[config.mk]
export PLATFORM = sky130hd
export DESIGN_NAME = hs_port_ctrl
export DESIGN_NICKNAME = d
export VERILOG_FILES = /design/src/rtl/hs_port_pkg.sv /design/src/rtl/hs_sync.sv /design/src/rtl/hs_flags.sv /design/src/rtl/hs_status.sv /design/src/rtl/hs_port_ctrl.sv
export SDC_FILE = /design/constraint.sdc
export NUM_CORES = 1
export LEC_CHECK = 0
export ABC_AREA = 1
export BUFFER_PORTS_ARGS = -buffer_cell sky130_fd_sc_hd__buf_4
export CORE_MARGIN = 2
export CORE_UTILIZATION = 34
export DETAILED_ROUTE_END_ITERATION = 12
export PLACE_DENSITY = 0.6
export SLEW_MARGIN = 10
export SYNTH_ARGS = -nofsm -noshare
export SYNTH_HDL_FRONTEND = slang
export SYNTH_SLANG_ARGS = --single-unit
export TNS_END_PERCENT = 10
[constraint.sdc]
create_clock -name clk_i -period 1.85 [get_ports clk_i]
set_input_delay 0.37 -clock clk_i [delete_from_list [all_inputs] [get_ports clk_i]]
set_output_delay 0.37 -clock clk_i [all_outputs]
set_load 0.03 [all_outputs]
[src/rtl/hs_port_pkg.sv]
package hs_port_pkg;
  localparam int unsigned STAT_W = 8;

  typedef struct packed {
    logic [2:0] intr;
    logic [2:0] inte;
    logic [2:0] bf;
  } pc_pos_t;

  // fixed handshake bit positions; inte position doubles as set/reset target
  function automatic pc_pos_t pc_pos(input logic port_b, input logic dir_in);
    pc_pos_t p;
    if (port_b) begin
      p.intr = 3'd0; p.bf = 3'd1; p.inte = 3'd2;
    end else if (dir_in) begin
      p.intr = 3'd3; p.inte = 3'd4; p.bf = 3'd5;
    end else begin
      p.intr = 3'd3; p.inte = 3'd6; p.bf = 3'd7;
    end
    return p;
  endfunction
endpackage

[src/rtl/hs_sync.sv]
module hs_sync #(
  parameter int unsigned STAGES = 2
) (
  input  logic clk_i,
  input  logic rst_ni,
  input  logic async_i,
  output logic level_o,
  output logic fall_o,
  output logic rise_o
);
  logic [STAGES:0] chain_q;

  generate
    for (genvar i = 0; i <= STAGES; i++) begin : g_stage
      always_ff @(posedge clk_i or negedge rst_ni) begin
        if (!rst_ni) chain_q[i] <= 1'b1;
        else if (i == 0) chain_q[i] <= async_i;
        else chain_q[i] <= chain_q[i-1];
      end
    end
  endgenerate

  assign level_o = chain_q[STAGES-1];
  assign fall_o  = chain_q[STAGES] & ~chain_q[STAGES-1];
  assign rise_o  = ~chain_q[STAGES] & chain_q[STAGES-1];
endmodule

[src/rtl/hs_flags.sv]
module hs_flags #(
  parameter int unsigned DATA_W = 8
) (
  input  logic              clk_i,
  input  logic              rst_ni,
  input  logic              dir_in_i,
  input  logic [2:0]        inte_pos_i,
  input  logic              hs_level_i,
  input  logic              hs_fall_i,
  input  logic              rd_ni,
  input  logic              wr_ni,
  input  logic [DATA_W-1:0] pin_data_i,
  input  logic [DATA_W-1:0] cpu_wdata_i,
  input  logic              bsr_we_i,
  input  logic [2:0]        bsr_bit_i,
  input  logic              bsr_val_i,
  output logic              ibf_o,
  output logic              obf_n_o,
  output logic              inte_o,
  output logic              intr_o,
  output logic [DATA_W-1:0] in_latch_o,
  output logic [DATA_W-1:0] out_latch_o
);
  logic rd_q, wr_q, dir_q;
  logic ibf_q, obf_n_q, inte_q, intr_q;
  logic inte_d;
  logic [DATA_W-1:0] in_q, out_q;

  wire dir_chg = dir_q != dir_in_i;
  wire rd_fall = rd_q & ~rd_ni;
  wire rd_rise = ~rd_q & rd_ni;
  wire wr_fall = wr_q & ~wr_ni;
  wire wr_rise = ~wr_q & wr_ni;
  wire bsr_hit = bsr_we_i && (bsr_bit_i == inte_pos_i);

  always_comb begin
    if (dir_chg)      inte_d = 1'b0;
    else if (bsr_hit) inte_d = bsr_val_i;
    else              inte_d = inte_q;
  end

  always_ff @(posedge clk_i or negedge rst_ni) begin
    if (!rst_ni) begin
      rd_q <= 1'b1; wr_q <= 1'b1; dir_q <= 1'b1;
    end else begin
      rd_q <= rd_ni; wr_q <= wr_ni; dir_q <= dir_in_i;
    end
  end

  always_ff @(posedge clk_i or negedge rst_ni) begin
    if (!rst_ni) begin
      ibf_q <= 1'b0; obf_n_q <= 1'b1; inte_q <= 1'b0; intr_q <= 1'b0;
      in_q <= '0; out_q <= '0;
    end else if (dir_chg) begin
      ibf_q <= 1'b0; obf_n_q <= 1'b1; inte_q <= 1'b0; intr_q <= 1'b0;
    end else begin
      inte_q <= inte_d;
      if (dir_in_i) begin
        if (hs_fall_i) begin
          ibf_q <= 1'b1;
          in_q  <= pin_data_i;
        end else if (rd_rise) begin
          ibf_q <= 1'b0;
        end
        if (!inte_d || rd_fall) intr_q <= 1'b0;
        else if (hs_level_i && ibf_q && rd_q) intr_q <= 1'b1;
      end else begin
        if (wr_rise) begin
          obf_n_q <= 1'b0;
          out_q   <= cpu_wdata_i;
        end else if (hs_fall_i) begin
          obf_n_q <= 1'b1;
        end
        if (!inte_d || wr_fall) intr_q <= 1'b0;
        else if (hs_level_i && obf_n_q && wr_q) intr_q <= 1'b1;
      end
    end
  end

  assign ibf_o = ibf_q;
  assign obf_n_o = obf_n_q;
  assign inte_o = inte_q;
  assign intr_o = intr_q;
  assign in_latch_o = in_q;
  assign out_latch_o = out_q;

  p_ibf_set_r2: assert property (@(posedge clk_i) disable iff (!rst_ni)
    (dir_in_i && !dir_chg && hs_fall_i) |=> ibf_q);
  p_ibf_clr_r3: assert property (@(posedge clk_i) disable iff (!rst_ni)
    (dir_in_i && rd_rise && !hs_fall_i) |=> !ibf_q);
  p_intr_rd_r3: assert property (@(posedge clk_i) disable iff (!rst_ni)
    (dir_in_i && rd_fall) |=> !intr_q);
  p_intr_gate_r4: assert property (@(posedge clk_i) disable iff (!rst_ni)
    intr_q |-> inte_q);
  p_obf_wr_r5: assert property (@(posedge clk_i) disable iff (!rst_ni)
    (!dir_in_i && !dir_chg && wr_rise) |=> !obf_n_q);
  p_intr_wr_r6: assert property (@(posedge clk_i) disable iff (!rst_ni)
    (!dir_in_i && wr_fall) |=> !intr_q);
  p_inte_other_r7: assert property (@(posedge clk_i) disable iff (!rst_ni)
    (bsr_we_i && bsr_bit_i != inte_pos_i && !dir_chg) |=> $stable(inte_q));
  p_dir_clr_r9: assert property (@(posedge clk_i) disable iff (!rst_ni)
    dir_chg |=> (!intr_q && !inte_q && !ibf_q && obf_n_q));
endmodule

[src/rtl/hs_status.sv]
module hs_status
  import hs_port_pkg::*;
(
  input  logic              dir_in_i,
  input  pc_pos_t           pos_i,
  input  logic              ibf_i,
  input  logic              obf_n_i,
  input  logic              inte_i,
  input  logic              intr_i,
  output logic [STAT_W-1:0] status_o
);
  always_comb begin
    status_o = '0;
    status_o[pos_i.intr] = intr_i;
    status_o[pos_i.inte] = inte_i;
    status_o[pos_i.bf]   = dir_in_i ? ibf_i : obf_n_i;
  end

  always_comb begin
    p_status_mask_r8: assert ($countones(status_o) <= 3);
  end
endmodule

[src/rtl/hs_port_ctrl.sv]
module hs_port_ctrl
  import hs_port_pkg::*;
#(
  parameter int unsigned DATA_W      = 8,
  parameter int unsigned SYNC_STAGES = 2,
  parameter bit          PORT_B      = 1'b0
) (
  input  logic              clk_i,
  input  logic              rst_ni,
  input  logic              dir_in_i,
  input  logic [DATA_W-1:0] pin_data_i,
  input  logic              stb_ack_ni,
  input  logic              rd_ni,
  input  logic              wr_ni,
  input  logic [DATA_W-1:0] cpu_wdata_i,
  input  logic              bsr_we_i,
  input  logic [2:0]        bsr_bit_i,
  input  logic              bsr_val_i,
  output logic [DATA_W-1:0] rd_data_o,
  output logic [DATA_W-1:0] port_data_o,
  output logic              buf_flag_o,
  output logic              intr_o,
  output logic [STAT_W-1:0] status_o
);
  pc_pos_t pos;
  logic hs_level, hs_fall, hs_rise;
  logic ibf, obf_n, inte, intr;

  always_comb pos = pc_pos(PORT_B, dir_in_i);

  hs_sync #(.STAGES(SYNC_STAGES)) u_sync (
    .clk_i(clk_i), .rst_ni(rst_ni), .async_i(stb_ack_ni),
    .level_o(hs_level), .fall_o(hs_fall), .rise_o(hs_rise)
  );

  hs_flags #(.DATA_W(DATA_W)) u_flags (
    .clk_i(clk_i), .rst_ni(rst_ni), .dir_in_i(dir_in_i),
    .inte_pos_i(pos.inte), .hs_level_i(hs_level), .hs_fall_i(hs_fall),
    .rd_ni(rd_ni), .wr_ni(wr_ni), .pin_data_i(pin_data_i),
    .cpu_wdata_i(cpu_wdata_i), .bsr_we_i(bsr_we_i), .bsr_bit_i(bsr_bit_i),
    .bsr_val_i(bsr_val_i), .ibf_o(ibf), .obf_n_o(obf_n), .inte_o(inte),
    .intr_o(intr), .in_latch_o(rd_data_o), .out_latch_o(port_data_o)
  );

  hs_status u_status (
    .dir_in_i(dir_in_i), .pos_i(pos), .ibf_i(ibf), .obf_n_i(obf_n),
    .inte_i(inte), .intr_i(intr), .status_o(status_o)
  );

  assign buf_flag_o = dir_in_i ? ibf : obf_n;
  assign intr_o = intr;

  // acknowledge rising edge alone never changes the output-full line
  p_ack_rise_r5: assert property (@(posedge clk_i) disable iff (!rst_ni)
    (!dir_in_i && $stable(dir_in_i) && hs_rise && rd_ni && wr_ni) |=> $stable(obf_n));
endmodule

== Yosys cells after proc, flatten, opt, wreduce, memory -nomap -nowiden ==
Cells that the tools add are included.
Word-level totals
  register bits: 26
  logic and storage cells: 82
  bits of input ports: 27
Cells by class
  mux-type cells: 27
  reductions and logical operators: 20
  $lt $le $gt $ge: 6
  bitwise logic cells: 13
  eq/ne operators: 4
Operator list (count)
  $mux W1: 21
  $bwmux W8: 2
  $demux W1 S3: 3
  $and A8 B8 Y8: 1
  $logic_and A1 B1 Y1: 8
  $lt A3 B4 Y1 const B: 2
  $not A1 Y1: 7
  $ge A3 B1 Y1 const B: 2
  $reduce_and A2 Y1: 3
  $reduce_and A3 Y1: 2
  $reduce_bool A3 Y1: 2
  $and A1 B1 Y1: 5
  $mux W5: 1
  $lt A2 B4 Y1 const AB: 1
  $ne A4 B1 Y1 const B: 1
  $reduce_bool A4 Y1: 1
  $eq A3 B3 Y1: 1
  $ge A2 B1 Y1 const AB: 1
  $logic_or A1 B1 Y1: 2
  $ne A2 B1 Y1 const B: 1
  $reduce_bool A2 Y1: 1
  $logic_not A1 Y1: 1
  $ne A1 B1 Y1: 1

== Depth between registers and ports, before layout ==
  word-level depth: 10
  depth in mapped cells: 11
  mapped depth without buffers: 10

== Cells and area by module ==
From an unflattened synthesis, not the netlist that was laid out.
Second synthesis, totals
  cell total of the unflattened synthesis: 202
  area total of the unflattened synthesis: 1601.5 um^2
By module, submodules not included
  hs_flags: times used 1, cells each 98, area each 1052.3 um^2
  hs_status: times used 1, cells each 91, area each 427.9 um^2
  hs_sync: times used 1, cells each 7, area each 93.8 um^2
  hs_port_ctrl: times used 1, cells each 6, area each 27.5 um^2

== Least setup slack after synthesis ==
No wires, ideal clock.
  path type: register to output
  from: register u_flags.obf_n_q (netlist: u_flags.obf_n_o)
  to: output port buf_flag_o
  setup slack: 0.240 ns
  data arrival time: 1.240 ns
  stages on the path, launching flop included: 3
  buffers on the path: 0
  data required time: 1.480 ns
  path through: dfstp_2 inv_1 o21ai_0
On the way
  cells in the longest elaborated chain, start to end: 1
Ends and longest elaborated chain
  from (decl): line hs_flags.sv:25  | logic ibf_q, obf_n_q, inte_q, intr_q;
  from (signal assigned): line hs_flags.sv:52  | ibf_q <= 1'b0; obf_n_q <= 1'b1; inte_q <= 1'b0; intr_q <= 1'b0;
  from (signal assigned): line hs_flags.sv:55  | ibf_q <= 1'b0; obf_n_q <= 1'b1; inte_q <= 1'b0; intr_q <= 1'b0;
  from (signal assigned): line hs_flags.sv:69  | obf_n_q <= 1'b0;
  $mux W1: line hs_port_ctrl.sv:50  | assign buf_flag_o = dir_in_i ? ibf : obf_n;
  to (decl): line hs_port_ctrl.sv:21  | output logic buf_flag_o,
Every way passes these cells.

== Worst setup path in the final report ==
Ends and elaborated chain as after synthesis.

==> results.cfg <==
[setup_path]
cp-end-kind = output port
slowest_delay_ns = 0.57
cp_cell_sequence = inv_1 -> o21ai_0 -> buf_4
r2r_start = u_flags.dir_q
start_kind = flop
cp.arrival_ns = 1.29
critPathSlowestCell = dfstp_2
reg2reg_slack_ns = 0.27
path_max_fanout = 3
startpoint = u_flags.obf_n_o
r2r_end = u_flags.ibf_o
critPathCapture = buf_flag_o
worstSetupPathType = flop to output port
required_ns = 1.48
reg2reg_depth = 7

[clocking]
clk_pin_slew_ns = 0.13
ctsResizeCount = 0
numCtsBuffers = 3
tritoncts = yes
clk_latency_ns = 0.31
h-tree-depth = 1
clkSinkCount = 26
cts_root_buf = clkbuf_4
clk_path_buf_depth = 2

[synthesis]
synth_area_leaders = dfrtp_1 39%, dfstp_2 15%, mux2_2 15%, inv_1 4.0%, nand2_4 3.7%
ys_types = 21
synth_ff_type = dfrtp_1
syn_avg_cell_area_um2 = 11.5
synth_edf_count = 0
yosysMostFrequentCell = dfrtp_1
ys_ff_latch = 26
synthArstFlopShare = 1.00
yosysWarnings = 0
synth_area_mm2 = 0.00122
yosysSeqAreaShare = 0.539
synth_top_area_cell = dfrtp_1
synthCells = 106
post-synth-top-area-fraction = 0.389
synth.top_cells.by_count = 19 x dfrtp_1, 16 x mux2_2, 13 x inv_1

[drt]
drt-initial-drc-count = 9
wl_per_cell_um = 10.9
dr.pass1.iters = 4
viasPerCell = 4.37
ant_nets = 0
finalWirelength_um = 2210
drc_errors = 0
vias = 888

[pwr]
p_per_area_mw_per_mm2 = 903
clkPwrFrac = 0.183
p_leak_nw = 0.866
internal-power_w = 0.00100
switching_share = 0.332
p_comb_frac = 0.341
peakVddDrop_mv = 0.487
p_seq_frac = 0.476
p_sw_w = 0.000498

[final_layout]
final_design_area_no_fill_mm2 = 0.00166
antennaDiodeCount = 0
drive_gt1_frac = 0.561
area_growth_pct = 35.8
fill_cells = 320
final_util = 0.490
final_nets = 187

[sta]
finalSetupViolCount = 0
fin_crit_ns = 1.66
fmax_mhz = 602
finClkSkew_ns = 0.00165
min_period_over_period = 0.898
finalMaxSlewViolations = 0
hold_viol_final = 0
rsz0062_at_grt = no
setup-tns-final_ns = 0

[global_route]
grt_pass1_vias = 923
grt_pass1_wl_um = 3750
antenna_found_initial = 0
grt_max_degree = 27
grt_usage = 0.113
overflow = 0

[job]
drv_cap = 0

[place]
placed_area_mm2 = 0.00162
port_buffers = 49
gp_congestion = 0.815
dp_hpwl_um = 1790

[die]
die_w_um = 64.0
rows = 21
die_h_um = 64.0
start_util = 0.361
pin_count = 53
die_area_mm2 = 0.00409
core_area_mm2 = 0.00339

[outcome]
outcome = finished, final reports clean

[hold_path]
hold_path_class = input port to flop
cells by family (layout without fill, tap and decap cells):
family,after synthesis,after routing,share of synthesized area
flops,26,26,0.539
fa+ha+maj,2,2,0.0204
buf+inv,19,68,0.0808
compound gates,8,8,0.0337
mux,16,16,0.147
other cells,1,3,0.00306
simple gates,34,34,0.176
repair_timing:
action | 4_1_cts | 5_1_grt
setup endpoints to repair | 0 | 0
hold buffers | 1 | 0
hold endpoints to repair | 19 | 0
setup buffers | 0 | 0
routing by layer:
metal	global-route usage	routed length, um	up-vias
met5	0	0	-
met4	0.0326	10	0
met3	0.0194	163	2
met1	0.137	946	410
li1	-	-	438
met2	0.203	1090	38
power groups by stage:
stage	clock (W)	combinational [W]	sequential (W)
after global placement	0	0.000512	0.000721
after detailed placement	0	0.000517	0.000725
after CTS	0.000291	0.000519	0.000716
after global routing	0.000320	0.000547	0.000727
final	0.000274	0.000512	0.000714
after floorplan	0	0.000152	0.000875
worst min path at each step:
stage	to	slack, ns	cells past startpoint	from
6_report	u_sync.chain_q[0]	0.15	1	stb_ack_ni
5_1_grt	u_sync.chain_q[0]	0.12	1	stb_ack_ni
4_1_cts	u_sync.chain_q[0]	0.14	1	stb_ack_ni
3_5_place_dp	u_flags.in_latch_o[0]	0.29	1	rst_ni
3_3_place_gp	u_flags.in_latch_o[6]	0.29	1	rst_ni
2_1_floorplan	u_flags.ibf_o	0.07	0	rst_ni
final cells by class:
cell class,count,area [um2],area share
flip-flops and latches,26,659,0.397
repair buffers,50,378,0.227
well taps,46,57.6,0.0346
multi-input cells,63,473,0.285
inverters,14,57.6,0.0346
clock buffers,4,36.3,0.0218
layout by cell type, fill, tap and decap left out:
cell,n
dlygate4sd3_1,1
a21oi_1,4
nor2_8,1
dfstp_2,7
buf_4,49
inv_6,1
a31oi_1,1
nor2_1,5
mux2_2,16
nand4_2,2
inv_1,13
nand3_2,1
nand4_1,1
dfrtp_1,19
nand2_1,11
clkbuf_8,1
conb_1,3
o21ai_0,3
nand3_1,6
nand2_2,3
clkbuf_4,3
ha_1,2
nand2_4,4
registers in the layout, indices dropped and copies added, names as in the netlist:
name / cells
u_sync.level_o: 1
u_flags.in_latch_o: 8
u_flags.out_latch_o: 8
u_sync.chain_q: 2
u_flags.obf_n_o: 1
u_flags.rd_q: 1
u_flags.dir_q: 1
u_flags.intr_o: 1
u_flags.wr_q: 1
u_flags.ibf_o: 1
u_flags.inte_o: 1
worst max-delay path, delay by kind of cell, from the launching register on:
kind,cells,cell delay [ns]
buffers and inverters,2,0.24
DFF,1,0.57
AOI/OAI and AO/OA,1,0.17
per-stage QoR:
stage | total power (W) | hold slack (ns) | instances | worst slack, ns
after floorplan | 0.00103 | 0.0744 | 108 | 0.240
after global placement | 0.00123 | 0.292 | 198 | 0.280
after detailed placement | 0.00124 | 0.293 | 198 | 0.261
after CTS | 0.00153 | 0.139 | 203 | 0.171
after global routing | 0.00159 | 0.119 | 203 | 0.101
final | 0.00150 | 0.153 | 203 | 0.188
No activity file was read; power rests on OpenSTA's default activity.
